[src/rtl/rxr_pkg.sv]
package rxr_pkg;

    typedef enum logic [3:0] {
        S_OFF,
        S_FETCH,
        S_WAIT,
        S_READY,
        S_DATA,
        S_WSTAT,
        S_WADDR,
        S_STALL
    } rxr_state_e;

    localparam int CAUSE_W    = 3;
    localparam int CAUSE_RCOM = 0;
    localparam int CAUSE_BNA  = 1;
    localparam int CAUSE_OVR  = 2;

    localparam int DONE_BIT   = 0;
    localparam int WRAP_BIT   = 1;

    localparam int DESC_BYTES = 8;
    localparam int STAT_OFS   = 4;
    localparam int WORD_BYTES = 4;

endpackage

[src/rtl/rxr_ring_ptr.sv]
module rxr_ring_ptr #(
    parameter int ADDR_W = 32
) (
    input  logic              clk,
    input  logic              rst_n,
    input  logic              load,
    input  logic [ADDR_W-1:0] base_in,
    input  logic              advance,
    input  logic              wrap,
    output logic [ADDR_W-1:0] cur
);
    import rxr_pkg::*;

    localparam logic [ADDR_W-1:0] STEP  = ADDR_W'(DESC_BYTES);
    localparam logic [ADDR_W-1:0] ALIGN = ADDR_W'(DESC_BYTES - 1);

    typedef struct packed {
        logic [ADDR_W-1:0] base;
        logic [ADDR_W-1:0] cur;
    } ptr_t;

    ptr_t q, d;

    always_comb begin
        d = q;
        if (load) begin
            d.base = base_in & ~ALIGN;
            d.cur  = base_in & ~ALIGN;
        end else if (advance) begin
            d.cur = wrap ? q.base : (q.cur + STEP);
        end
    end

    always_ff @(posedge clk or negedge rst_n) begin
        if (!rst_n) q <= '0;
        else        q <= d;
    end

    assign cur = q.cur;

    AST_PTR_ALIGNED: assert property (@(posedge clk) disable iff (!rst_n)
        (q.cur & ALIGN) == '0);
    AST_WRAP_TO_BASE: assert property (@(posedge clk) disable iff (!rst_n)
        (advance && wrap && !load) |=> (q.cur == q.base));
    AST_STEP_FWD: assert property (@(posedge clk) disable iff (!rst_n)
        (advance && !wrap && !load) |=> (q.cur == $past(q.cur) + STEP));

endmodule

[src/rtl/rxr_cause_reg.sv]
module rxr_cause_reg #(
    parameter int W = 3
) (
    input  logic         clk,
    input  logic         rst_n,
    input  logic [W-1:0] set,
    input  logic         rd,
    output logic [W-1:0] status,
    output logic         irq
);
    typedef struct packed {
        logic [W-1:0] bits;
    } cause_t;

    cause_t q, d;

    always_comb begin
        d = q;
        if (rd) d.bits = set;
        else    d.bits = q.bits | set;
    end

    always_ff @(posedge clk or negedge rst_n) begin
        if (!rst_n) q <= '0;
        else        q <= d;
    end

    assign status = q.bits;
    assign irq    = |q.bits;

    AST_CLEAR_ON_READ: assert property (@(posedge clk) disable iff (!rst_n)
        (rd && set == '0) |=> (status == '0));
    AST_CAUSE_STICKY: assert property (@(posedge clk) disable iff (!rst_n)
        !rd |=> ((status & $past(status)) == $past(status)));

endmodule

[src/rtl/rxr_seq.sv]
module rxr_seq #(
    parameter int ADDR_W = 32,
    parameter int DATA_W = 32,
    parameter int LEN_W  = 11
) (
    input  logic                        clk,
    input  logic                        rst_n,
    input  logic                        rx_enable,
    input  logic                        frm_valid,
    input  logic [DATA_W-1:0]           frm_data,
    input  logic                        frm_last,
    input  logic [LEN_W-1:0]            frm_len,
    input  logic                        frm_mcast,
    input  logic [ADDR_W-1:0]           cur_addr,
    output logic                        ptr_load,
    output logic                        ptr_advance,
    output logic                        ptr_wrap,
    output logic                        mem_req,
    output logic                        mem_we,
    output logic [ADDR_W-1:0]           mem_addr,
    output logic [DATA_W-1:0]           mem_wdata,
    input  logic [DATA_W-1:0]           mem_rdata,
    output logic [rxr_pkg::CAUSE_W-1:0] cause_set
);
    import rxr_pkg::*;

    localparam logic [ADDR_W-1:0] WSTEP   = ADDR_W'(WORD_BYTES);
    localparam logic [ADDR_W-1:0] SOFS    = ADDR_W'(STAT_OFS);
    localparam logic [ADDR_W-1:0] WALIGN  = ADDR_W'(WORD_BYTES - 1);

    typedef struct packed {
        rxr_state_e        state;
        logic [ADDR_W-1:0] buf_addr;
        logic [DATA_W-1:0] desc_word;
        logic [LEN_W-1:0]  len;
        logic              mcast;
        logic              in_frame;
    } seq_t;

    seq_t q, d;
    logic frame_start;
    logic [DATA_W-1:0] stat_word;

    always_comb begin
        stat_word                = '0;
        stat_word[LEN_W-1:0]     = q.len;
        stat_word[DATA_W-1]      = q.mcast;
    end

    always_comb begin
        d           = q;
        ptr_load    = 1'b0;
        ptr_advance = 1'b0;
        ptr_wrap    = 1'b0;
        mem_req     = 1'b0;
        mem_we      = 1'b0;
        mem_addr    = '0;
        mem_wdata   = '0;
        cause_set   = '0;
        frame_start = frm_valid && !q.in_frame;

        if (frm_valid) d.in_frame = !frm_last;

        if (!rx_enable) begin
            d.state = S_OFF;
        end else begin
            if (frame_start && q.state != S_READY)
                cause_set[CAUSE_OVR] = 1'b1;

            case (q.state)
                S_OFF: begin
                    ptr_load = 1'b1;
                    d.state  = S_FETCH;
                end
                S_FETCH: begin
                    mem_req  = 1'b1;
                    mem_addr = cur_addr;
                    d.state  = S_WAIT;
                end
                S_WAIT: begin
                    if (mem_rdata[DONE_BIT]) begin
                        cause_set[CAUSE_BNA] = 1'b1;
                        d.state = S_STALL;
                    end else begin
                        d.desc_word = mem_rdata;
                        d.buf_addr  = ADDR_W'(mem_rdata) & ~WALIGN;
                        d.state     = S_READY;
                    end
                end
                S_READY, S_DATA: begin
                    if ((q.state == S_READY && frame_start) ||
                        (q.state == S_DATA && frm_valid)) begin
                        mem_req    = 1'b1;
                        mem_we     = 1'b1;
                        mem_addr   = q.buf_addr;
                        mem_wdata  = frm_data;
                        d.buf_addr = q.buf_addr + WSTEP;
                        d.state    = S_DATA;
                        if (frm_last) begin
                            d.len   = frm_len;
                            d.mcast = frm_mcast;
                            d.state = S_WSTAT;
                        end
                    end
                end
                S_WSTAT: begin
                    mem_req   = 1'b1;
                    mem_we    = 1'b1;
                    mem_addr  = cur_addr + SOFS;
                    mem_wdata = stat_word;
                    d.state   = S_WADDR;
                end
                S_WADDR: begin
                    mem_req     = 1'b1;
                    mem_we      = 1'b1;
                    mem_addr    = cur_addr;
                    mem_wdata   = q.desc_word | DATA_W'(1 << DONE_BIT);
                    ptr_advance = 1'b1;
                    ptr_wrap    = q.desc_word[WRAP_BIT];
                    cause_set[CAUSE_RCOM] = 1'b1;
                    d.state     = S_FETCH;
                end
                S_STALL: begin
                    d.state = S_STALL;
                end
                default: d.state = S_OFF;
            endcase
        end
    end

    always_ff @(posedge clk or negedge rst_n) begin
        if (!rst_n) begin
            q       <= '0;
            q.state <= S_OFF;
        end else begin
            q <= d;
        end
    end

    AST_QUIET_WHEN_OFF: assert property (@(posedge clk) disable iff (!rst_n)
        !rx_enable |-> !mem_req);
    AST_STALL_HOLDS: assert property (@(posedge clk) disable iff (!rst_n)
        (q.state == S_STALL && rx_enable) |=> (q.state == S_STALL && !mem_req));
    AST_DONE_ON_WRITEBACK: assert property (@(posedge clk) disable iff (!rst_n)
        (mem_we && mem_addr == cur_addr) |-> mem_wdata[DONE_BIT]);
    AST_WE_NEEDS_REQ: assert property (@(posedge clk) disable iff (!rst_n)
        mem_we |-> mem_req);

endmodule

[src/rtl/rx_desc_ring_writer.sv]
module rx_desc_ring_writer #(
    parameter int ADDR_W = 32,
    parameter int DATA_W = 32,
    parameter int LEN_W  = 11
) (
    input  logic              clk,
    input  logic              rst_n,
    input  logic              rx_enable,
    input  logic [ADDR_W-1:0] ring_base,
    input  logic              frm_valid,
    input  logic [DATA_W-1:0] frm_data,
    input  logic              frm_last,
    input  logic [LEN_W-1:0]  frm_len,
    input  logic              frm_mcast,
    output logic              mem_req,
    output logic              mem_we,
    output logic [ADDR_W-1:0] mem_addr,
    output logic [DATA_W-1:0] mem_wdata,
    input  logic [DATA_W-1:0] mem_rdata,
    input  logic              stat_rd,
    output logic [2:0]        irq_status,
    output logic              irq
);
    import rxr_pkg::*;

    logic [ADDR_W-1:0]  cur_addr;
    logic               ptr_load;
    logic               ptr_advance;
    logic               ptr_wrap;
    logic [CAUSE_W-1:0] cause_set;

    rxr_ring_ptr #(.ADDR_W(ADDR_W)) u_ptr (
        .clk     (clk),
        .rst_n   (rst_n),
        .load    (ptr_load),
        .base_in (ring_base),
        .advance (ptr_advance),
        .wrap    (ptr_wrap),
        .cur     (cur_addr)
    );

    rxr_seq #(.ADDR_W(ADDR_W), .DATA_W(DATA_W), .LEN_W(LEN_W)) u_seq (
        .clk         (clk),
        .rst_n       (rst_n),
        .rx_enable   (rx_enable),
        .frm_valid   (frm_valid),
        .frm_data    (frm_data),
        .frm_last    (frm_last),
        .frm_len     (frm_len),
        .frm_mcast   (frm_mcast),
        .cur_addr    (cur_addr),
        .ptr_load    (ptr_load),
        .ptr_advance (ptr_advance),
        .ptr_wrap    (ptr_wrap),
        .mem_req     (mem_req),
        .mem_we      (mem_we),
        .mem_addr    (mem_addr),
        .mem_wdata   (mem_wdata),
        .mem_rdata   (mem_rdata),
        .cause_set   (cause_set)
    );

    rxr_cause_reg #(.W(CAUSE_W)) u_cause (
        .clk    (clk),
        .rst_n  (rst_n),
        .set    (cause_set),
        .rd     (stat_rd),
        .status (irq_status),
        .irq    (irq)
    );

endmodule

[config.mk]
export PLATFORM = sky130hd
export DESIGN_NAME = rx_desc_ring_writer
export DESIGN_NICKNAME = d
export VERILOG_FILES = /design/src/rtl/rxr_pkg.sv /design/src/rtl/rxr_ring_ptr.sv /design/src/rtl/rxr_cause_reg.sv /design/src/rtl/rxr_seq.sv /design/src/rtl/rx_desc_ring_writer.sv
export SDC_FILE = /design/constraint.sdc
export NUM_CORES = 1
export LEC_CHECK = 0
export ABC_AREA = 1
export BUFFER_PORTS_ARGS = -buffer_cell sky130_fd_sc_hd__buf_2
export CAP_MARGIN = 10
export CORE_MARGIN = 1.5
export CORE_UTILIZATION = 25
export DETAILED_ROUTE_END_ITERATION = 16
export PLACE_DENSITY = 0.47
export SYNTH_ARGS = -nofsm -noshare
export SYNTH_HDL_FRONTEND = slang
export SYNTH_HIERARCHICAL = 1
export SYNTH_SLANG_ARGS = --single-unit
[constraint.sdc]
create_clock -name clk -period 2.9 [get_ports clk]
set_clock_uncertainty 0.15 [all_clocks]
set_input_delay 0.87 -clock clk [delete_from_list [all_inputs] [get_ports clk]]
set_output_delay 0.87 -clock clk [all_outputs]
set_load 0.02 [all_outputs]
Yosys cells after proc, flatten, opt, wreduce, memory -nomap -nowiden. Cells that the tools add are included.

Register bits: 144. Latch bits: 0. Bits in writable memories: 0. Bits in read-only memories: 0. Input bits: 114. Memories: 0.

Add/subtract/negate cells: 3. Multiply operators: 0. Divide/modulo/power cells: 0. Order comparisons: 0. Eq/ne operators: 11. Shift operators: 0. Multiplexer cells: 32. Bitwise logic cells: 2. Reduce and logical (&&, ||, !) cells: 19.

Operators by type and width (count): $mux W32 (7); $pmux W32 S3 (2); $add A32 B3 Y32 const B (2); $mux W64 (1); $pmux W32 S2 (1); $mux W36 (1); $add A32 B4 Y32 const B (1); $pmux W4 S6 (1); $eq A4 B3 Y1 const B (4); $mux W1 (13); $mux W3 (3); $eq A4 B2 Y1 const B (2); $reduce_and A4 Y1 (2); $reduce_or A2 Y1 (4); $reduce_or A3 Y1 (2); $eq A4 B1 Y1 const B (1); $logic_and A1 B1 Y1 (4); $logic_not A4 Y1 (1); $mux W4 (1); $ne A4 B2 Y1 const B (1); $pmux W1 S2 (2); $reduce_bool A2 Y1 (2); $ne A3 B2 Y1 const B (1); $or A3 B3 Y3 (1); 6 further kinds (7).

Longest topological paths before layout. Gate-level depths: netlist of run 1.

Depth after elaboration: 7. Depth in mapped cells: 11. Mapped depth without buffers: 10.

Cells and area by module. Netlist of run 1, hierarchy kept.

Modules (own cells, without submodules): rxr_seq (instances 1, cells each 1105, area each 6560.0 um^2); rxr_ring_ptr (instances 1, cells each 484, area each 3611.0 um^2); rxr_cause_reg (instances 1, cells each 16, area each 123.9 um^2).

Worst setup path before layout of run 1. No wires, ideal clock.

Path kind: input-to-output. Start: in rx_enable. End: out mem_addr[5]. Data arrival time: 1.850 ns. Data required time: 1.880 ns. Slack: 0.030 ns. Stages: 5. Path buffers: 3. Cell sequence: buf_2 -> inv_2 -> clkbuf_1 -> clkbuf_1 -> nor2_1.

Word-level cells in the longest chain between the ends: 1.

Ends and longest elaborated chain: from (decl) (line rx_desc_ring_writer.sv:8) `input logic rx_enable,`; $mux W32 (line rxr_seq.sv:64) `if (!rx_enable) begin`; to (decl) (line rx_desc_ring_writer.sv:17) `output logic [ADDR_W-1:0] mem_addr,`.

No other way between the ends.

Worst setup path in the final report of run 1.
Start: reg u_seq/q[78] in the netlist's numbering. End: out mem_addr[5].

Word-level cells in the longest chain between the ends: 6. Elaborated cells on any way between the ends: 13.

Ends and longest elaborated chain: from (decl) (line rxr_seq.sv:40) `seq_t q, d;`; $eq A4 B2 Y1 / $eq A4 B3 Y1 (equally long branches) (line rxr_seq.sv:70, rxr_seq.sv:91, rxr_seq.sv:92); $logic_and A1 B1 Y1, on equally long branches (line rxr_seq.sv:91, rxr_seq.sv:92); $logic_or A1 B1 Y1 (line rxr_seq.sv:91) `if ((q.state == S_READY && frame_start) ||`; $mux W32 (line rxr_seq.sv:91); $pmux W32 S3 * (line rxr_seq.sv:70) `case (q.state)`; $mux W32 * (line rxr_seq.sv:64).

Mark *: on every way between the ends. The rest lies on a longest branch, timed or not.

==> results of run 1 <==
[power by group through the flow]
stage	Combinational, mW	Sequential, mW	Clock (mW)
after global routing	6.31	4.02	2.59
after CTS	5.43	3.83	2.51
after floorplan	3.79	3.45	0
after global placement	4.99	3.83	0
final	5.61	3.87	2.45
after detailed placement	5.05	3.83	0
[cells by family after synthesis]
logic type / after synthesis / synth area share
DFF: 138 / 0.335
xor gates and xnor gates: 18 / 0.0153
and+or+nand+nor: 900 / 0.369
buffers and inverters: 277 / 0.124
adders and majority gates: 3 / 0.00365
AOI/OAI and AO/OA: 262 / 0.145
muxes: 6 / 0.00656
other: 1 / 0.000364
[metrics by stage]
step | utilization | area (sq um) | setup TNS, ns
final | 0.331 | 13500 | -13.80
after global routing | 0.331 | 13500 | -21.84
after CTS | 0.323 | 13200 | -17.21
after detailed placement | 0.294 | 12000 | -7.35
after global placement | 0.294 | 12000 | -6.47
after floorplan | - | 10300 | 0
[worst max-delay path: stages (launching register included)]
cell     delay, ns
dfrtp_2       0.45
buf_4         0.15
buf_6         0.11
nor2_4        0.11
nand2_4       0.09
buf_6         0.14
a21oi_1       0.10
o21ai_1       0.07
o21ai_1       0.12
a21oi_1       0.06
nor2_1        0.15
buf_4         0.18
[how the worst min path moves through the flow]
stage	from	to	slack [ns]	cells past startpoint
4_1_cts	rst_n	u_seq/q[0]	0.22	1
2_1_floorplan	u_ptr/q[37]	u_ptr/q[37]	0.29	2
6_report	rst_n	u_seq/q[18]	0.21	1
3_5_place_dp	u_ptr/q[43]	u_ptr/q[43]	0.31	2
5_1_grt	rst_n	u_seq/q[21]	0.23	1
3_3_place_gp	u_ptr/q[42]	u_ptr/q[42]	0.30	2
[Yosys cell counts (all sizes together)]
library cell / n
a21boi: 15
a21oi: 72
a22oi: 20
a31oi: 18
buf: 75
clkbuf: 20
conb: 1
dfrtp: 138
ha: 3
inv: 182
mux2: 6
nand2: 571
nand3: 82
nand3b: 5
nand4: 12
nor2: 216
nor3: 6
nor3b: 1
nor4: 2
o211ai: 2
o21ai: 124
o21bai: 2
o221ai: 3
o22ai: 5
o31ai: 1
or2: 5
xnor2: 5
xor2: 13
[sequential cells by signal, summed over array words and instances (netlist names)]
| name | flops |
|---|---|
| u_ptr/cur | 29 |
| u_ptr/q | 29 |
| u_seq/q | 77 |
| u_cause/status | 3 |
[what timing repair did]
action / CTS / global route
pin swaps: 25 / 33
gates cloned: 1 / 4
endpoints found under the setup margin: 73 / 67
buffers inserted: 12 / 5
resized for setup: 144 / 68
[cell type report]
type	count	area share
repair buffers	271	0.154
well taps	532	0.0494
clock buffers	18	0.0318
multi-input cells	1193	0.440
inverters	182	0.0523
clock inverters	14	0.0155
flip-flops and latches	138	0.256
[layer usage]
metal | GRT usage | up-vias
met2 | 0.296 | 270
met1 | 0.234 | 5035
met4 | 0.0489 | 0
met5 | 0 | -
li1 | - | 5444
met3 | 0.0274 | 42
==> results.cfg, run 1 <==
[place]
portBuffers = 178
dp_hpwl_um = 28100
place_inst = 2296
place_ws_ns = -0.361
gp_congestion = 0.893

[critical_path]
start_kind = register
r2r_slack_ns = 0.16
end_kind = output pin
crit_arrival_ns = 2.19
rr_worst_depth = 9
critical_path.max_fanout = 5
crit_end = mem_addr[5]
crit_type = register to output pin
timing.rr.start = u_seq/q[78]
reg2reg_to = u_ptr/cur[3]
startpoint = u_seq/q[78]
cp.required_ns = 1.88

[detailed_routing]
wl_per_cell_um = 15.9
wl_met2_um = 17600
drc = 0
via_count = 10800
dr.pass1.iters = 6
met1_length_um = 17200
drtIter0Drc = 813
met3WireLength_um = 1810
wirelength_um = 37300
routed.top_layer = met4
ant_nets = 0
vias_per_cell = 4.60

[clocking]
postCtsHoldBufs = 0
ctsRootBufferMaster = clkbuf_16
clk_latency_ns = 0.44
clk_pin_slew_ns = 0.07
clockBufferDepth = 2
h-tree-depth = 4
cts_buffers = 17
cts.sinks = 138
cts_tree = yes

[pwr]
p_switching_mw = 5.45
p_comb_frac = 0.470
pwr-share-seq = 0.324
p_sw_frac = 0.457
peakVddDrop_v = 0.000458
p_clk_frac = 0.206
p_leak_nw = 6.44
power_density_nw_per_um2 = 885
power.total_mw = 11.9
internal_power_mw = 6.48

[sta]
relSlewSlack = 0.512
fin_crit_ns = 3.21
fin_crit_sh = 1.11
tightest_slew_ns = 0.730
hold_viol_final = 0
hold_slack_ns = 0.213
rsz0062_at_grt = true
setup_ws_ns = -0.314
clock.fmax_ghz = 0.311
maxSlewViolCount = 0
setup_violations = 64

[die]
ioPinCount = 184
placementRows = 74
coreArea_sq_um = 40700
start_util = 0.253
dieArea_sq_um = 42400
die_x_um = 206
die_h_um = 206

[synth]
synth_cell_types = 46
yosysSeqAreaShare = 0.335
ys_ff_latch = 138
yosysTopAreaCell = dfrtp_1
syn_avg_cell_area_sq_um = 6.41
synth_top_area_share = 0.335
syn-cell-area_sq_um = 10300
postSynthCellCount = 1605
synth_area_leaders = dfrtp_1 (34%), nand2_1 (20%), nor2_1 (7.1%)
yosysWarnings = 6

[cells_and_area]
layout_common_cells = nand2_1 (527), nor2_1 (190), inv_1 (161)
fill_cells = 4448
drive_gt1_frac = 0.248
finalNetCount = 1920
final_common_cell = nand2_1
fin_cells = 2348
antenna_cells = 0
area_growth_pct = 31.0
multi_input_area_sq_um = 5940
regArea_sq_um = 3460

[global_route]
track_usage = 0.176
antenna_found_initial = 0
grt_pass1_vias = 10500
grt_start_max_net_pins = 59
grt-ovfl-total = 0
grt_pass1_wl_um = 57700

[run]
maxCapViolations = 0

[hold_path]
hold_class = input pin to async pin

[status]
violations = setup timing
status = finished with violations
(Power assumes the default switching activity.)
==> run 2: changes to the inputs <==
==> constraint.sdc (replaced) <==
create_clock -name clk -period 2.9 [get_ports clk]
set_clock_uncertainty 0.15 [all_clocks]
set_input_delay 0.145 -clock clk [delete_from_list [all_inputs] [get_ports clk]]
set_output_delay 0.145 -clock clk [all_outputs]
set_load 0.02 [all_outputs]
==> run 2 against run 1 <==
  * The run now ends clean
  * Wire length down 4.0%
  * Maximum frequency grew 17%
  * Die area did not move
  * First-iteration DRC count shrank 9.8%
==> results.cfg, run 2 (synthesis gave the netlist of run 1 again) <==
[detailed_routing]
drtIter0Drc = 733
via_count = 10800
vias_per_cell = 4.58
dr.pass1.iters = 5
wl_per_cell_um = 15.2
ant_nets = 0
wirelength_um = 35800
drc = 0

[sta]
fin_setup_tns_ns = 0
rsz0062_at_grt = false
clock.fmax_ghz = 0.365
fin_crit_sh = 0.945
hold_viol_final = 0
maxSlewViolCount = 0
setup_violations = 0
relSlewSlack = 0.501
fin_crit_ns = 2.74
setup_ws_ns = 0.159
tightest_slew_ns = 0.742

[critical_path]
rr_worst_depth = 7
crit_arrival_ns = 2.45
crit_type = register to output pin
critical_path.max_fanout = 27
timing.rr.start = u_seq/q[79]
start_kind = register
reg2reg_to = u_ptr/cur[12]
r2r_slack_ns = 0.51
cp.required_ns = 2.61
end_kind = output pin

[global_route]
antenna_found_initial = 0
grt-ovfl-total = 0
grt_pass1_wl_um = 55700
grt_start_max_net_pins = 63
grt_pass1_vias = 10300
track_usage = 0.169

[cells_and_area]
layout_common_cells = nand2_1 (558), nor2_1 (195), buf_2 (177)
largest_register_ffs = 77
final_common_cell = nand2_1
regMostFlops = u_seq/q
antenna_cells = 0
area_growth_pct = 25.3
stdcell_area_sq_um = 12900
drive_gt1_frac = 0.169
finalNetCount = 1928
fin_cells = 2356

[clocking]
clk_latency_ns = 0.44
clockBufferDepth = 2
cts_tree = yes
h-tree-depth = 4
cts.sinks = 138
cts_buffers = 17
clk_pin_slew_ns = 0.07
ctsRootBufferMaster = clkbuf_16

[pwr]
p_leak_nw = 6.15
power.total_mw = 10.8
power_density_nw_per_um2 = 837
peakVddDrop_v = 0.000452

[die]
ioPinCount = 184
die_h_um = 206
placementRows = 74
dieArea_sq_um = 42400
die_x_um = 206
coreArea_sq_um = 40700
start_util = 0.253

[place]
dpl_cell_area_sq_um = 11500
dp_hpwl_um = 26600
place_inst = 2244
portBuffers = 178
place_ws_ns = 0.459
gp_congestion = 0.858

[status]
status = complete, no violations

[hold_path]
hold_class = input pin to async pin

[run]
maxCapViolations = 0
## run 2: stage by stage
| stage | hold slack [ns] | util |
|---|---|---|
| after floorplan | -0.301 | - |
| after global placement | 0.0173 | 0.282 |
| after detailed placement | 0.0132 | 0.282 |
| after CTS | 0.120 | 0.316 |
| after global routing | 0.137 | 0.317 |
| final | 0.0995 | 0.317 |
## run 2: final cells by class
cell class	count	area, sq um
tap	532	666
clock buffer	18	429
multi-input combinational	1192	5580
sequential	138	3460
clock inverter	14	163
timing repair buffer	280	1900
fill	4520	27800
inverter	182	701
## run 2: worst max-delay path by stage
stage	endpoint	startpoint	cells after the start	slack (ns)
after floorplan	u_ptr/cur[13]	u_seq/q[77]	11	0.87
after detailed placement	u_ptr/cur[12]	u_seq/q[78]	7	0.46
final	mem_addr[16]	u_seq/q[78]	10	0.16
after CTS	mem_addr[2]	u_seq/q[78]	7	0.07
after global routing	mem_addr[16]	u_seq/q[78]	10	0.007
after global placement	mem_addr[16]	u_seq/q[78]	10	0.47
## run 2: where the power goes
part / total, mW / internal (mW) / switching, mW
clock network: 2.27 / 1.29 / 0.976
registers: 4.10 / 2.83 / 1.26
logic: 4.43 / 1.61 / 2.82
total: 10.8 / 5.74 / 5.06
## run 2: what timing repair did
action / 4_1_cts / 5_1_grt
buffers inserted: 0 / 0
hold buffers: 80 / 0
setup endpoints to repair: 3 / 24
gates resized for setup: 3 / 5
hold endpoints to repair: 186 / 0
## run 2: per-layer routing
metal / wire, um / global-route usage / part of all wire / vias up
met5: 0 / 0 / 0 / -
met1: 17100 / 0.229 / 0.48 / 5018
met2: 16700 / 0.283 / 0.47 / 283
met4: 374 / 0.0357 / 0.010 / 0
met3: 1620 / 0.0248 / 0.045 / 21
li1: - / - / - / 5464
## run 2: critical path: stages, from the launching register on
cell     delay, ns
dfrtp_2       0.50
inv_1         0.13
nand2_1       0.06
nor2_1        0.17
nor2_4        0.09
inv_4         0.23
nand2_1       0.09
nand2_1       0.07
inv_1         0.04
a21oi_1       0.36
buf_2         0.26
